$ cat src/rtl/tkc_pkg.sv
package tkc_pkg;
  localparam int ADDR_W = 8;
  localparam int DATA_W = 32;
  localparam int SEC_W  = 32;
  localparam int TICK_W = 16;
  localparam int FRAC_W = 4;
  localparam int CAL_W  = TICK_W + FRAC_W + 1;
  localparam int IRQ_N  = 2;

  localparam logic [ADDR_W-1:0] OFF_SET_WR  = 8'h00;
  localparam logic [ADDR_W-1:0] OFF_SET_RD  = 8'h04;
  localparam logic [ADDR_W-1:0] OFF_CAL_WR  = 8'h08;
  localparam logic [ADDR_W-1:0] OFF_CAL_RD  = 8'h0C;
  localparam logic [ADDR_W-1:0] OFF_SECS    = 8'h10;
  localparam logic [ADDR_W-1:0] OFF_TICKS   = 8'h14;
  localparam logic [ADDR_W-1:0] OFF_ALARM   = 8'h18;
  localparam logic [ADDR_W-1:0] OFF_STATUS  = 8'h20;
  localparam logic [ADDR_W-1:0] OFF_MASK    = 8'h24;
  localparam logic [ADDR_W-1:0] OFF_ENABLE  = 8'h28;
  localparam logic [ADDR_W-1:0] OFF_DISABLE = 8'h2C;
  localparam logic [ADDR_W-1:0] OFF_CTRL    = 8'h40;

  localparam logic [CAL_W-1:0]  CAL_RESET   = 21'h198233;
  localparam int CTRL_OSC_BIT  = 24;
  localparam int CTRL_BATT_BIT = 31;

  typedef struct packed {
    logic              frac_en;
    logic [FRAC_W-1:0] frac;
    logic [TICK_W-1:0] period;
  } cal_t;
endpackage

$ cat src/rtl/tkc_divider.sv
module tkc_divider #(
  parameter int TICK_W = 16,
  parameter int FRAC_W = 4
) (
  input  logic              clk,
  input  logic              rst_n,
  input  logic              tick_en,
  input  logic              restart,
  input  logic [TICK_W-1:0] period,
  input  logic [FRAC_W-1:0] frac,
  input  logic              frac_en,
  output logic [TICK_W-1:0] cnt_o,
  output logic              sec_evt
);
  localparam int LIM_W = TICK_W + 1;

  logic [TICK_W-1:0] cnt_q, cnt_d;
  logic [FRAC_W-1:0] seq_q, seq_d;
  logic [LIM_W-1:0]  limit;
  logic [LIM_W-1:0]  cnt_inc;
  logic              stretch, hit;

  always_comb begin
    stretch = frac_en && (seq_q < frac);
    limit   = {1'b0, period} + {{TICK_W{1'b0}}, stretch};
    cnt_inc = {1'b0, cnt_q} + {{TICK_W{1'b0}}, 1'b1};
    hit     = tick_en && !restart && (cnt_inc >= limit);
    cnt_d   = cnt_q;
    seq_d   = seq_q;
    if (restart) begin
      cnt_d = '0;
      seq_d = '0;
    end else if (hit) begin
      cnt_d = '0;
      seq_d = frac_en ? seq_q + 1'b1 : '0;
    end else if (tick_en) begin
      cnt_d = cnt_inc[TICK_W-1:0];
    end
  end

  always_ff @(posedge clk or negedge rst_n) begin
    if (!rst_n) begin
      cnt_q <= '0;
      seq_q <= '0;
    end else begin
      cnt_q <= cnt_d;
      seq_q <= seq_d;
    end
  end

  assign cnt_o   = cnt_q;
  assign sec_evt = hit;
endmodule

$ cat src/rtl/tkc_timekeep.sv
module tkc_timekeep #(
  parameter int SEC_W = 32
) (
  input  logic             clk,
  input  logic             rst_n,
  input  logic             sec_evt,
  input  logic             set_we,
  input  logic             alarm_we,
  input  logic [SEC_W-1:0] wdata,
  output logic [SEC_W-1:0] secs_o,
  output logic [SEC_W-1:0] stage_o,
  output logic [SEC_W-1:0] alarm_o,
  output logic             pend_o,
  output logic             alarm_hit
);
  logic [SEC_W-1:0] secs_q, secs_d, stage_q, stage_d, alarm_q, alarm_d, secs_nx;
  logic             pend_q, pend_d;

  always_comb begin
    secs_nx   = pend_q ? stage_q : secs_q + 1'b1;
    alarm_hit = sec_evt && (secs_nx == alarm_q);
    secs_d    = sec_evt ? secs_nx : secs_q;
    pend_d    = sec_evt ? 1'b0 : pend_q;
    stage_d   = stage_q;
    alarm_d   = alarm_we ? wdata : alarm_q;
    if (set_we) begin
      stage_d = wdata;
      pend_d  = 1'b1;
    end
  end

  always_ff @(posedge clk or negedge rst_n) begin
    if (!rst_n) begin
      secs_q  <= '0;
      stage_q <= '0;
      alarm_q <= '0;
      pend_q  <= 1'b0;
    end else begin
      secs_q  <= secs_d;
      stage_q <= stage_d;
      alarm_q <= alarm_d;
      pend_q  <= pend_d;
    end
  end

  assign secs_o  = secs_q;
  assign stage_o = stage_q;
  assign alarm_o = alarm_q;
  assign pend_o  = pend_q;
endmodule

$ cat src/rtl/tkc_irq.sv
module tkc_irq #(
  parameter int IRQ_N = 2
) (
  input  logic             clk,
  input  logic             rst_n,
  input  logic [IRQ_N-1:0] set_vec,
  input  logic             clr_we,
  input  logic             en_we,
  input  logic             dis_we,
  input  logic [IRQ_N-1:0] wbits,
  output logic [IRQ_N-1:0] sts_o,
  output logic [IRQ_N-1:0] mask_o,
  output logic [IRQ_N-1:0] irq_o
);
  logic [IRQ_N-1:0] sts_q, sts_d, mask_q, mask_d;

  always_comb begin
    sts_d  = (sts_q & ~(clr_we ? wbits : '0)) | set_vec;
    mask_d = (mask_q | (en_we ? wbits : '0)) & ~(dis_we ? wbits : '0);
  end

  always_ff @(posedge clk or negedge rst_n) begin
    if (!rst_n) begin
      sts_q  <= '0;
      mask_q <= '0;
    end else begin
      sts_q  <= sts_d;
      mask_q <= mask_d;
    end
  end

  genvar g;
  generate
    for (g = 0; g < IRQ_N; g++) begin : g_line
      assign irq_o[g] = sts_q[g] & mask_q[g];
    end
  endgenerate

  assign sts_o  = sts_q;
  assign mask_o = mask_q;
endmodule

$ cat src/rtl/tkc_rtc_top.sv
module tkc_rtc_top
  import tkc_pkg::*;
(
  input  logic              clk,
  input  logic              rst_n,
  input  logic              osc_tick,
  input  logic              bus_we,
  input  logic [ADDR_W-1:0] bus_addr,
  input  logic [DATA_W-1:0] bus_wdata,
  output logic [DATA_W-1:0] bus_rdata,
  output logic              irq_sec,
  output logic              irq_alarm
);
  logic [1:0]        rst_sync_q;
  logic              rst_core_n;
  cal_t              cal_q, cal_d;
  logic              osc_en_q, osc_en_d, batt_q, batt_d;
  logic              wr_set, wr_cal, wr_alarm, wr_sts, wr_en, wr_dis, wr_ctrl;
  logic              tick_gated, sec_evt, alarm_hit, pend_q;
  logic [TICK_W-1:0] tick_cnt;
  logic [SEC_W-1:0]  secs_q, stage_q, alarm_q;
  logic [IRQ_N-1:0]  sts_q, mask_q, irq_vec;

  always_ff @(posedge clk or negedge rst_n) begin
    if (!rst_n) rst_sync_q <= 2'b00;
    else        rst_sync_q <= {rst_sync_q[0], 1'b1};
  end
  assign rst_core_n = rst_sync_q[1];

  always_comb begin
    wr_set   = bus_we && (bus_addr == OFF_SET_WR);
    wr_cal   = bus_we && (bus_addr == OFF_CAL_WR);
    wr_alarm = bus_we && (bus_addr == OFF_ALARM);
    wr_sts   = bus_we && (bus_addr == OFF_STATUS);
    wr_en    = bus_we && (bus_addr == OFF_ENABLE);
    wr_dis   = bus_we && (bus_addr == OFF_DISABLE);
    wr_ctrl  = bus_we && (bus_addr == OFF_CTRL);
    cal_d    = wr_cal ? cal_t'(bus_wdata[CAL_W-1:0]) : cal_q;
    osc_en_d = wr_ctrl ? bus_wdata[CTRL_OSC_BIT]  : osc_en_q;
    batt_d   = wr_ctrl ? bus_wdata[CTRL_BATT_BIT] : batt_q;
    tick_gated = osc_tick && osc_en_q;
  end

  always_ff @(posedge clk or negedge rst_core_n) begin
    if (!rst_core_n) begin
      cal_q    <= cal_t'(CAL_RESET);
      osc_en_q <= 1'b1;
      batt_q   <= 1'b0;
    end else begin
      cal_q    <= cal_d;
      osc_en_q <= osc_en_d;
      batt_q   <= batt_d;
    end
  end

  tkc_divider #(.TICK_W(TICK_W), .FRAC_W(FRAC_W)) u_div (
    .clk(clk), .rst_n(rst_core_n), .tick_en(tick_gated), .restart(wr_cal),
    .period(cal_q.period), .frac(cal_q.frac), .frac_en(cal_q.frac_en),
    .cnt_o(tick_cnt), .sec_evt(sec_evt)
  );

  tkc_timekeep #(.SEC_W(SEC_W)) u_time (
    .clk(clk), .rst_n(rst_core_n), .sec_evt(sec_evt), .set_we(wr_set),
    .alarm_we(wr_alarm), .wdata(bus_wdata[SEC_W-1:0]), .secs_o(secs_q),
    .stage_o(stage_q), .alarm_o(alarm_q), .pend_o(pend_q), .alarm_hit(alarm_hit)
  );

  tkc_irq #(.IRQ_N(IRQ_N)) u_irq (
    .clk(clk), .rst_n(rst_core_n), .set_vec({alarm_hit, sec_evt}),
    .clr_we(wr_sts), .en_we(wr_en), .dis_we(wr_dis),
    .wbits(bus_wdata[IRQ_N-1:0]), .sts_o(sts_q), .mask_o(mask_q), .irq_o(irq_vec)
  );

  assign irq_sec   = irq_vec[0];
  assign irq_alarm = irq_vec[1];

  always_comb begin
    bus_rdata = '0;
    case (bus_addr)
      OFF_SET_RD: bus_rdata = stage_q;
      OFF_CAL_RD: bus_rdata = {{(DATA_W-CAL_W){1'b0}}, cal_q};
      OFF_SECS:   bus_rdata = secs_q;
      OFF_TICKS:  bus_rdata = {{(DATA_W-TICK_W){1'b0}}, tick_cnt};
      OFF_ALARM:  bus_rdata = alarm_q;
      OFF_STATUS: bus_rdata = {{(DATA_W-IRQ_N){1'b0}}, sts_q};
      OFF_MASK:   bus_rdata = {{(DATA_W-IRQ_N){1'b0}}, mask_q};
      OFF_CTRL: begin
        bus_rdata[CTRL_OSC_BIT]  = osc_en_q;
        bus_rdata[CTRL_BATT_BIT] = batt_q;
      end
      default:    bus_rdata = '0;
    endcase
  end
endmodule

$ cat config.mk
export PLATFORM = sky130hd
export DESIGN_NAME = tkc_rtc_top
export DESIGN_NICKNAME = d
export VERILOG_FILES = /design/src/rtl/tkc_pkg.sv /design/src/rtl/tkc_divider.sv /design/src/rtl/tkc_timekeep.sv /design/src/rtl/tkc_irq.sv /design/src/rtl/tkc_rtc_top.sv
export SDC_FILE = /design/constraint.sdc
export NUM_CORES = 1
export LEC_CHECK = 0
export ABC_AREA = 1
export BUFFER_PORTS_ARGS = -buffer_cell sky130_fd_sc_hd__buf_2
export CAP_MARGIN = 20
export CELL_PAD_IN_SITES_DETAIL_PLACEMENT = 1
export CELL_PAD_IN_SITES_GLOBAL_PLACEMENT = 2
export CORE_MARGIN = 4
export CORE_UTILIZATION = 30
export CTS_BUF_LIST = sky130_fd_sc_hd__clkbuf_8
export DETAILED_ROUTE_END_ITERATION = 8
export GPL_ROUTABILITY_DRIVEN = 0
export GPL_TIMING_DRIVEN = 0
export PLACE_DENSITY = 0.7
export SYNTH_ARGS = -nofsm -noshare
export SYNTH_HDL_FRONTEND = slang
export SYNTH_SLANG_ARGS = --single-unit
$ cat constraint.sdc
create_clock -name clk -period 6.2 [get_ports clk]
set_input_delay 0.31 -clock clk [delete_from_list [all_inputs] [get_ports clk]]
set_output_delay 0.31 -clock clk [all_outputs]
set_load 0.005 [all_outputs]
==> results.json <==
{
  "finalMaxSlewViolations": 0,
  "die_x_um": 184,
  "wl_per_cell_um": 21.6,
  "path_class": "reg -> reg",
  "netlist_instances": 1300,
  "grt_max_degree": 43,
  "synth_mux_area_frac": 0.00607,
  "areaGrowthSynthToFinish_pct": 15.2,
  "root_buffer": "clkbuf_8",
  "grt.total_usage": 0.235,
  "ant_nets": 0,
  "cts_buffers": 17,
  "drc_errors": 0,
  "num_rows": 64,
  "setup_violations": 0,
  "core_mm2": 0.0306,
  "overflow": 0,
  "via_per_inst": 5.08,
  "synth_compound_area_frac": 0.143,
  "routed_wirelength_mm": 39.1,
  "netlist_top_cells_area": "dfrtp_1 37%, nand2_1 16%, o21ai_0 6.7%",
  "p_per_area_mw_per_mm2": 312,
  "dr.first_iter.drc_count": 586,
  "clkTransAtPathRegs_ns": 0.11,
  "fin_crit_sh": 0.899,
  "layout.nets": 1469,
  "yosys.area.top_type": "dfrtp_1",
  "place_inst": 1776,
  "pwr-share-clk": 0.260,
  "ys_seq_elements": 146,
  "finClkSkew_ns": 0.0225,
  "antenna_found_initial": 0,
  "cp-start-kind": "flip-flop",
  "initial_utilization": 0.303,
  "cellLeakagePower_nw": 5.19,
  "holdWs_ns": 0.0450,
  "synth_top_family_by_area": "simple AND/OR/NAND/NOR gates",
  "clock_sinks": 146,
  "yosys.area_share.simple": 0.306,
  "dieHeight_um": 184,
  "synth-xor-area-share": 0.0283,
  "antennaDiodeCount": 0,
  "rsz0062_at_grt": "false",
  "synthesis.nets": 1369,
  "synth-seq-area-share": 0.395,
  "switchingPower_mw": 1.42,
  "worst_slew_pin_slew_ns": 1.02,
  "ys_async_sr_fraction": 1.00,
  "clockBufferDepth": 2,
  "max-slew-margin-rel": 0.317,
  "avgSynthCellArea_um2": 7.14,
  "grt_pass1_vias": 9698,
  "fp.dieArea_mm2": 0.0338,
  "synth_top_area_frac": 0.367,
  "drv_cap": 0,
  "dr.pass1.iters": 5,
  "clock_latency_ns": 0.50,
  "arrival_ns": 5.94,
  "internal-power_mw": 1.92,
  "p_comb_frac": 0.342,
  "yosysMostFrequentCell": "nand2_1",
  "seqPwrFrac": 0.399,
  "ys.flop_type": "dfrtp_1",
  "synthTopCellsByCount": "396 x nand2_1, 162 x inv_1, 136 x dfrtp_1",
  "required_ns": 6.57,
  "netlist_area_mm2": 0.00928,
  "hpwlAfterDp_mm": 30.6,
  "irDropWorstVdd_v": 0.000132,
  "ys.warnings.count": 0,
  "h-tree-depth": 4,
  "period_needed_ns": 5.57,
  "worst-path-max-fanout": 10,
  "swShare": 0.424,
  "synthAdderAreaFrac": 0.0337,
  "io_buffers": 77,
  "timing.fmax_mhz": 179,
  "synth-edff-count": 0,
  "hold_viol": 0,
  "synth_cell_types": 47,
  "cts_tree": "yes",
  "io_pins": 78,
  "stdcell_count": 1809,
  "hp-class": "in -> reg",
  "vias": 9196,
  "drive_above_1_share": 0.130,
  "status": "finished clean",
  "grt_first_pass_wirelength_mm": 59.7,
  "cp-end-kind": "flip-flop"
}
-- state kept, by name, indices dropped and copies added (netlist names), 2 cells and up --
register,count
u_irq.sts_o,2
cal_q,21
rst_sync_q,2
u_time.stage_o,32
u_irq.mask_o,2
u_div.seq_q,4
u_time.secs_o,32
u_time.alarm_o,32
u_div.cnt_o,16
-- kinds of logic after synthesis --
kind of cell               after synthesis
AOI/OAI and AO/OA                      225
xor gates and xnor gates                30
adders and majority gates               25
buffers and inverters                  209
DFF                                    146
muxes                                    5
other                                    1
and+or+nand+nor                        659
-- power by group through the flow --
stage,Combinational (mW),Sequential (mW),Clock [mW]
2_1_floorplan,0.789,1.28,0
3_3_place_gp,1.10,1.36,0
3_5_place_dp,1.14,1.35,0
4_1_cts,1.15,1.33,0.885
5_1_grt,1.30,1.36,0.922
6_report,1.14,1.33,0.866
-- layout by cell type, fill, tap and decap left out, drive strengths merged, types with 5 or more instances in the layout --
cell type  count
xor2          26
ha            25
nand2        401
mux2           5
o22ai         19
nor2         112
or2           14
a21oi         29
clkinv         7
o21ai        126
a221oi        14
buf           91
dfrtp        136
nand3b         5
o221ai        21
clkbuf        50
inv          167
nand3        101
nor3          10
nand4         12
dfstp         10
-- path summary, 6_finish.rpt --
check	startpoint	endpoint	slack (ns)	depth (start not counted)
max reg2reg	cal_q[17]	u_time.secs_o[3]	0.63	27
max in group asynchronous	rst_sync_q[1]	cal_q[16]	4.80	3
min reg2reg	rst_sync_q[1]	u_irq.mask_o[1]	0.26	0
min	bus_wdata[25]	u_time.alarm_o[25]	0.05	3
min in group asynchronous	rst_n	rst_sync_q[1]	0.14	2
max	cal_q[17]	u_time.secs_o[3]	0.63	27
-- critical path, stage by stage (launching register included) --
cell	delay [ns]
dfrtp_1	0.37
inv_1	0.12
ha_1	0.24
a21boi_0	0.12
o211a_1	0.21
a2111oi_0	0.35
ha_1	0.27
ha_1	0.19
nand3_1	0.14
nor2_1	0.23
nand3_1	0.16
nor3_1	0.26
nand3_1	0.18
inv_1	0.11
nand3_1	0.08
xnor2_1	0.15
inv_1	0.08
ha_1	0.32
nand4_1	0.12
nor2_1	0.18
nand4_1	0.11
nand4_1	0.13
nand2_1	0.22
inv_1	0.13
nand2_2	0.22
inv_1	0.24
buf_2	0.34
o21ai_0	0.16
-- metal layers --
layer / global-route usage / up-vias / wire, um
met5: 0 / - / 0
met4: 0.0482 / 0 / 517
met3: 0.0297 / 34 / 907
met2: 0.415 / 105 / 19700
met1: 0.310 / 4617 / 17900
li1: - / 4440 / -
-- final cells by class --
cell class / count / area (um2)
flip-flops and latches: 146 / 3670
well taps: 396 / 495
fillers: 3911 / 19900
plain buffers: 43 / 190
multi-input cells: 945 / 4800
clock buffers: 18 / 248
repair buffers: 81 / 478
clock inverters: 14 / 178
inverters: 166 / 623
-- through the flow --
step | total power, mW | setup TNS (ns) | utilization | worst slack [ns] | area [um2]
floorplan | 2.07 | 0 | - | 1.85 | 9280
global placement | 2.46 | -81.17 | 0.332 | -0.618 | 10200
detailed placement | 2.49 | 0 | 0.335 | 0.413 | 10200
CTS | 3.37 | 0 | 0.349 | 0.354 | 10700
global route | 3.59 | 0 | 0.349 | 0.00975 | 10700
finish | 3.34 | 0 | 0.349 | 0.625 | 10700
-- repair_timing --
| item | in CTS | in global routing |
|---|---|---|
| setup endpoints to repair | 0 | 20 |
| hold buffers | 1 | 0 |
| gates resized for setup | 0 | 6 |
| setup buffers | 0 | 0 |
| endpoints found under the hold margin | 2 | 0 |
Note: power is estimated with default switching activity, not from simulation.
